===== config.mk =====
export PLATFORM = sky130hd
export DESIGN_NAME = hazard_ctrl
export DESIGN_NICKNAME = d
export VERILOG_FILES = /design/src/rtl/hz_pkg.sv /design/src/rtl/hz_src_match.sv /design/src/rtl/hz_arbiter.sv /design/src/rtl/hazard_ctrl.sv
export SDC_FILE = /design/constraint.sdc
export NUM_CORES = 1
export LEC_CHECK = 0
export BUFFER_PORTS_ARGS = -buffer_cell sky130_fd_sc_hd__buf_2
export CORE_AREA = 2 2 39 41
export DETAILED_ROUTE_END_ITERATION = 12
export DIE_AREA = 0 0 41 43
export SYNTH_ARGS = -nofsm -noshare
export SYNTH_HDL_FRONTEND = slang
export SYNTH_HIERARCHICAL = 1
export SYNTH_SLANG_ARGS = --single-unit

===== constraint.sdc =====
create_clock -name vclk -period 5
set_clock_uncertainty 0.2 [all_clocks]
set_input_delay 0.75 -clock vclk [all_inputs]
set_output_delay 0.75 -clock vclk [all_outputs]
set_load 0.05 [all_outputs]

===== src/rtl/hz_pkg.sv =====
package hz_pkg;
    localparam int REG_AW  = 5;
    localparam int NUM_SRC = 2;

    typedef logic [REG_AW-1:0] reg_idx_t;

    typedef struct packed {
        reg_idx_t rd;
        logic     wr_en;
        logic     is_load;
        logic     is_jalr;
    } ex_slot_t;

    typedef struct packed {
        reg_idx_t rd;
        logic     is_load;
    } mem_slot_t;

    typedef struct packed {
        reg_idx_t idx;
        logic     used;
    } src_t;

    function automatic logic src_live(src_t s);
        return s.used && (s.idx != '0);
    endfunction
endpackage


===== src/rtl/hz_src_match.sv =====
module hz_src_match
    import hz_pkg::*;
(
    input  src_t      src,
    input  ex_slot_t  ex,
    input  mem_slot_t mem,
    output logic      ex_hit,
    output logic      mem_hit
);
    logic live;
    logic ex_late;

    always_comb begin
        live    = src_live(src);
        ex_late = ex.wr_en && (ex.is_load || ex.is_jalr);
        ex_hit  = live && ex_late && (ex.rd == src.idx);
        mem_hit = live && mem.is_load && (mem.rd == src.idx);
    end

    always_comb begin

        zero_src_chk: assert ((src.idx != '0) || (!ex_hit && !mem_hit));

        unused_src_chk: assert (src.used || (!ex_hit && !mem_hit));
    end
endmodule


===== src/rtl/hz_arbiter.sv =====
module hz_arbiter
    import hz_pkg::*;
#(
    parameter int N = NUM_SRC
) (
    input  logic [N-1:0] ex_hits,
    input  logic [N-1:0] mem_hits,
    input  logic         dec_jalr,
    input  logic         jump_taken,
    output logic         hold,
    output logic         bubble,
    output logic         flush
);
    logic stall;

    always_comb begin
        stall  = (|ex_hits) || (dec_jalr && (|mem_hits));
        hold   = stall;
        bubble = stall;
        flush  = jump_taken && !stall;
    end

    always_comb begin

        flush_excl_chk: assert (!(flush && hold));

        flush_cause_chk: assert (!flush || jump_taken);

        mem_jalr_only_chk: assert (!hold || (|ex_hits) || dec_jalr);
    end
endmodule


===== src/rtl/hazard_ctrl.sv =====
module hazard_ctrl
    import hz_pkg::*;
(
    input  logic [4:0] id_rs1,
    input  logic       id_rs1_used,
    input  logic [4:0] id_rs2,
    input  logic       id_rs2_used,
    input  logic       id_is_jalr,
    input  logic       id_jump_taken,
    input  logic [4:0] ex_rd,
    input  logic       ex_reg_write,
    input  logic       ex_mem_read,
    input  logic       ex_is_jalr,
    input  logic [4:0] mem_rd,
    input  logic       mem_mem_read,
    output logic       hold_front,
    output logic       ins_bubble,
    output logic       flush_ifid
);
    src_t             srcs [NUM_SRC];
    ex_slot_t         ex_s;
    mem_slot_t        mem_s;
    logic [NUM_SRC-1:0] ex_hits;
    logic [NUM_SRC-1:0] mem_hits;

    always_comb begin
        srcs[0] = '{idx: id_rs1, used: id_rs1_used};
        srcs[1] = '{idx: id_rs2, used: id_rs2_used};
        ex_s    = '{rd: ex_rd, wr_en: ex_reg_write,
                    is_load: ex_mem_read, is_jalr: ex_is_jalr};
        mem_s   = '{rd: mem_rd, is_load: mem_mem_read};
    end

    for (genvar g = 0; g < NUM_SRC; g++) begin : g_src
        hz_src_match u_match (
            .src     (srcs[g]),
            .ex      (ex_s),
            .mem     (mem_s),
            .ex_hit  (ex_hits[g]),
            .mem_hit (mem_hits[g])
        );
    end

    hz_arbiter #(.N(NUM_SRC)) u_arb (
        .ex_hits    (ex_hits),
        .mem_hits   (mem_hits),
        .dec_jalr   (id_is_jalr),
        .jump_taken (id_jump_taken),
        .hold       (hold_front),
        .bubble     (ins_bubble),
        .flush      (flush_ifid)
    );

    always_comb begin

        ex_kind_chk: assert (!hold_front || mem_mem_read ||
                             (ex_reg_write && (ex_mem_read || ex_is_jalr)));

        hold_pair_chk: assert (hold_front == ins_bubble);

        both_zero_chk: assert (!((id_rs1 == '0) && (id_rs2 == '0)) || !hold_front);
    end
endmodule


# Yosys cells after proc, flatten, opt, wreduce, memory -nomap -nowiden
# Cells that the tools add are included.
[classes]
reduce_logical = 20
eq_ne = 4
[op_table]
columns = ["op", "n"]
rows = [
  ["$eq 5x5->1", 4],
  ["$logic_and 1x1->1", 13],
  ["$reduce_bool 5->1", 2],
  ["$reduce_or 2->1", 2],
  ["$logic_or 1x1->1", 2],
  ["$logic_not 1->1", 1],
]
[word_totals]
wordCells = 24
out_inout_bits = 3
register_bits = 0

# Longest topological paths before layout
[depth]
depth_word = 9
depth_mapped = 6
mapped_depth_nobuf = 5

# Modules after synthesis
# The synthesis kept the hierarchy.
[modules_own_cells]
columns = ["module", "cells_each", "area_per_inst_um2", "instances"]
rows = [
  ["hz_src_match", 18, 136.4, 2],
  ["hz_arbiter", 5, 26.3, 1],
]

# Worst setup path after synthesis
# No wires, ideal clock.
[synth_timing]
kind = "in2out"
startpoint = "input port id_rs2[1]"
endpoint = "output port hold_front"
slack_ns = 1.796
stages = 6
t_arrival_ns = 2.254
required_time_ns = 4.050
path_cell_list = "or4_1 -> o21ai_2 -> nor3_1 -> o21ai_1 -> nand2_1 -> buf_4"
[synth_between]
elab_chain_cells = 7
[synth_lines]
columns = ["element", "line_no", "rtl"]
rows = [
  ["start: declaration", "hazard_ctrl.sv:6", "input logic [4:0] id_rs2,"],
  ["$reduce_bool 5->1", "hz_pkg.sv:25", "return s.used && (s.idx != '0);"],
  ["$logic_and 1x1->1", "hz_pkg.sv:25", ""],
  ["$logic_and 1x1->1", "hz_src_match.sv:17", "mem_hit = live && mem.is_load && (mem.rd == src.idx);"],
  ["$logic_and 1x1->1 (*)", "hz_src_match.sv:17", ""],
  ["via mem_hits[1]", "hazard_ctrl.sv:24", "logic [NUM_SRC-1:0] mem_hits;"],
  ["$reduce_or 2->1 (*)", "hz_arbiter.sv:17", "stall = (|ex_hits) || (dec_jalr && (|mem_hits));"],
  ["$logic_and 1x1->1 (*)", "hz_arbiter.sv:17", ""],
  ["$logic_or 1x1->1 (*)", "hz_arbiter.sv:17", ""],
  ["end: declaration", "hazard_ctrl.sv:16", "output logic hold_front,"],
]
# Mark *: on every way through the listed nets, which the timed path passes. The rest lies on a longest branch.

# Final worst setup path
[layout_timing]
startpoint = "input port id_rs2[1]"
endpoint = "output port flush_ifid"
[layout_between]
elab_chain_cells = 9
[layout_lines]
columns = ["element", "line_no", "rtl"]
rows = [
  ["$reduce_bool 5->1", "hz_pkg.sv:25", ""],
  ["$logic_and 1x1->1", "hz_pkg.sv:25", ""],
  ["$logic_and 1x1->1", "hz_src_match.sv:17", ""],
  ["$logic_and 1x1->1 (*)", "hz_src_match.sv:17", ""],
  ["via mem_hits[1]", "hazard_ctrl.sv:24", ""],
  ["$reduce_or 2->1 (*)", "hz_arbiter.sv:17", ""],
  ["$logic_and 1x1->1 (*)", "hz_arbiter.sv:17", ""],
  ["$logic_or 1x1->1 (*)", "hz_arbiter.sv:17", ""],
  ["$logic_not 1->1 (*)", "hz_arbiter.sv:20", "flush = jump_taken && !stall;"],
  ["$logic_and 1x1->1 (*)", "hz_arbiter.sv:20", ""],
  ["end: declaration", "hazard_ctrl.sv:18", "output logic flush_ifid"],
]
# Marks and branches as above.

==> qor.txt <==
post-route minimum period: 3.14 ns
Gate Count Post-Synth: 41
top-area cell type share of the netlist area: 52.7%
clkbuf count: 0
CP top delay family: simple AND/OR/NAND/NOR gates
Rows: 14
run status: complete, no violations
slowest stage delay, CP: 0.53 ns
YS warnings: 6
Hold Crit Class: input pin to output pin
via count: 402
Yosys cell types: 13
final wirelength: 874 um
pwr/cell area: 86.4 nW/um^2
Worst path most repeated cell: buf_2
Non-Filler Instances: 87
Worst EP required: 4.05 ns
GPL Wtd Cong: 0.713
drt drc: 0
# Max-Cap Violations: 0
total power: 0.0000403 W
Final nets: 101
Placed Area: 467 um^2
Die Height: 43 um
CP Launch Type: input pin
total track usage: 9.89%
Seq. cell area: 0 um^2
pin count of the biggest net entering global routing: 4
antenna fix cells: 0
final setup vio count: 0
CP max FO: 3
wire per inst: 10.0 um
Detailed Route Iter0 Violations: 11
die width: 41 um
RSZ-0062 raised after global routing: no
CORE AREA: 1380 um^2
leakage power: 0.199 nW
FF+latch count: 0
GR Overflow Total: 0
final-report hold violation count: 0
cts repair resizes: 0
Setup WS post-layout: 1.86 ns
Worst VDD drop: 0.0305 mV
Worst EP arrival: 2.19 ns
HPWL after DPL: 815 um
layout cells sized above 1: 46.5%
worst path cell trace: buf_2, or4_1, o21ai_2, nor3_1, o21ai_1, and3_1, buf_2
crit share post-route: 62.9%
initial core utilization: 21.6%
Slew HR: 84.8%
final instance area: 467 um^2
DR pass1 iterations: 4
Worst setup EP type: output pin
Synth area leaders: xnor2_1 (53%), nand4_1 (8.4%), o21ai_2 (5.9%)
sequential share of the synthesized area: 0%
Pins Over Slew Limit: 0
most used standard cell by instance count after synthesis: xnor2_1
Final ANT Viol Nets: 0
routed vias/inst: 4.62
Worst Path Buf+Inv: 2
Tightest Pin Transition: 0.226 ns
cell total after placement: 87
# port buffers: 31
critical path class: input pin to output pin
Die Area: 1760 um^2
Post-CTS Hold Buffers: 0
setup repair bufs after CTS: 0
Synth area leader: xnor2_1
Syn Nets: 69
Synth-to-Final Area Change: 56.1%
initial antenna violation count: 0
first-pass GRT wire length: 1.31 mm
Max Clock Freq: 318 MHz
Post-synth top cells: xnor2_1 (18), nand4_1 (4), nand2_1 (3)
post-synthesis cell area: 299 um^2
Setup WS pre-CTS: 1.85 ns
Avg Synthesized Cell Area: 7.29 um^2
Fin Setup TNS: 0 ns
Critical-path top delay cell: or4_1
IO Pins: 31
vias in the first global route: 336
routing by layer:
metal  vias up  routed length [um]  track usage (%)
met1       167                 360             13.9
li1        206                   -                -
met3         0                 129                0
met4         0                   0                0
met2        29                 383             17.2
met5         -                   0                0
cell type report:
| type | count | area [um^2] |
|---|---|---|
| Timing Repair Buffer | 31 | 155 |
| Multi-Input combinational cell | 40 | 292 |
| Fill cell | 164 | 917 |
| Tap cell | 16 | 20.0 |
cell families after synthesis:
group,after synthesis,share of synthesized area (%)
and+or+nand+nor,15,28.0
buffers and inverters,1,2.51
AOI/OAI and AO/OA,5,10.9
xor gates and xnor gates,20,58.6
cell usage in the layout, fill, tap and decap left out:
cell type,n
and3_1,1
buf_2,31
nand2_1,3
nand4_1,4
nor2_1,1
nor3_1,2
nor4_1,2
o21ai_0,2
o21ai_1,1
o21ai_2,2
or4_1,2
xnor2_1,18
xor2_1,2
report_power, final:
group          switching (W)  total [W]  internal [W]
clock network              0          0             0
logic              0.0000196  0.0000403     0.0000207
registers                  0          0             0
through the flow:
step | util, % | hold slack [ns]
after CTS | 33.7 | 1.72
after floorplan | - | 1.60
after global placement | 33.7 | 1.72
after global routing | 33.7 | 1.75
after detailed placement | 33.7 | 1.72
final | 33.7 | 1.72
final timing paths:
path	from	to	depth (start not counted)
setup / recovery	id_rs2[1]	flush_ifid	7
hold / removal	id_jump_taken	flush_ifid	3
(Power assumes the default switching activity.)
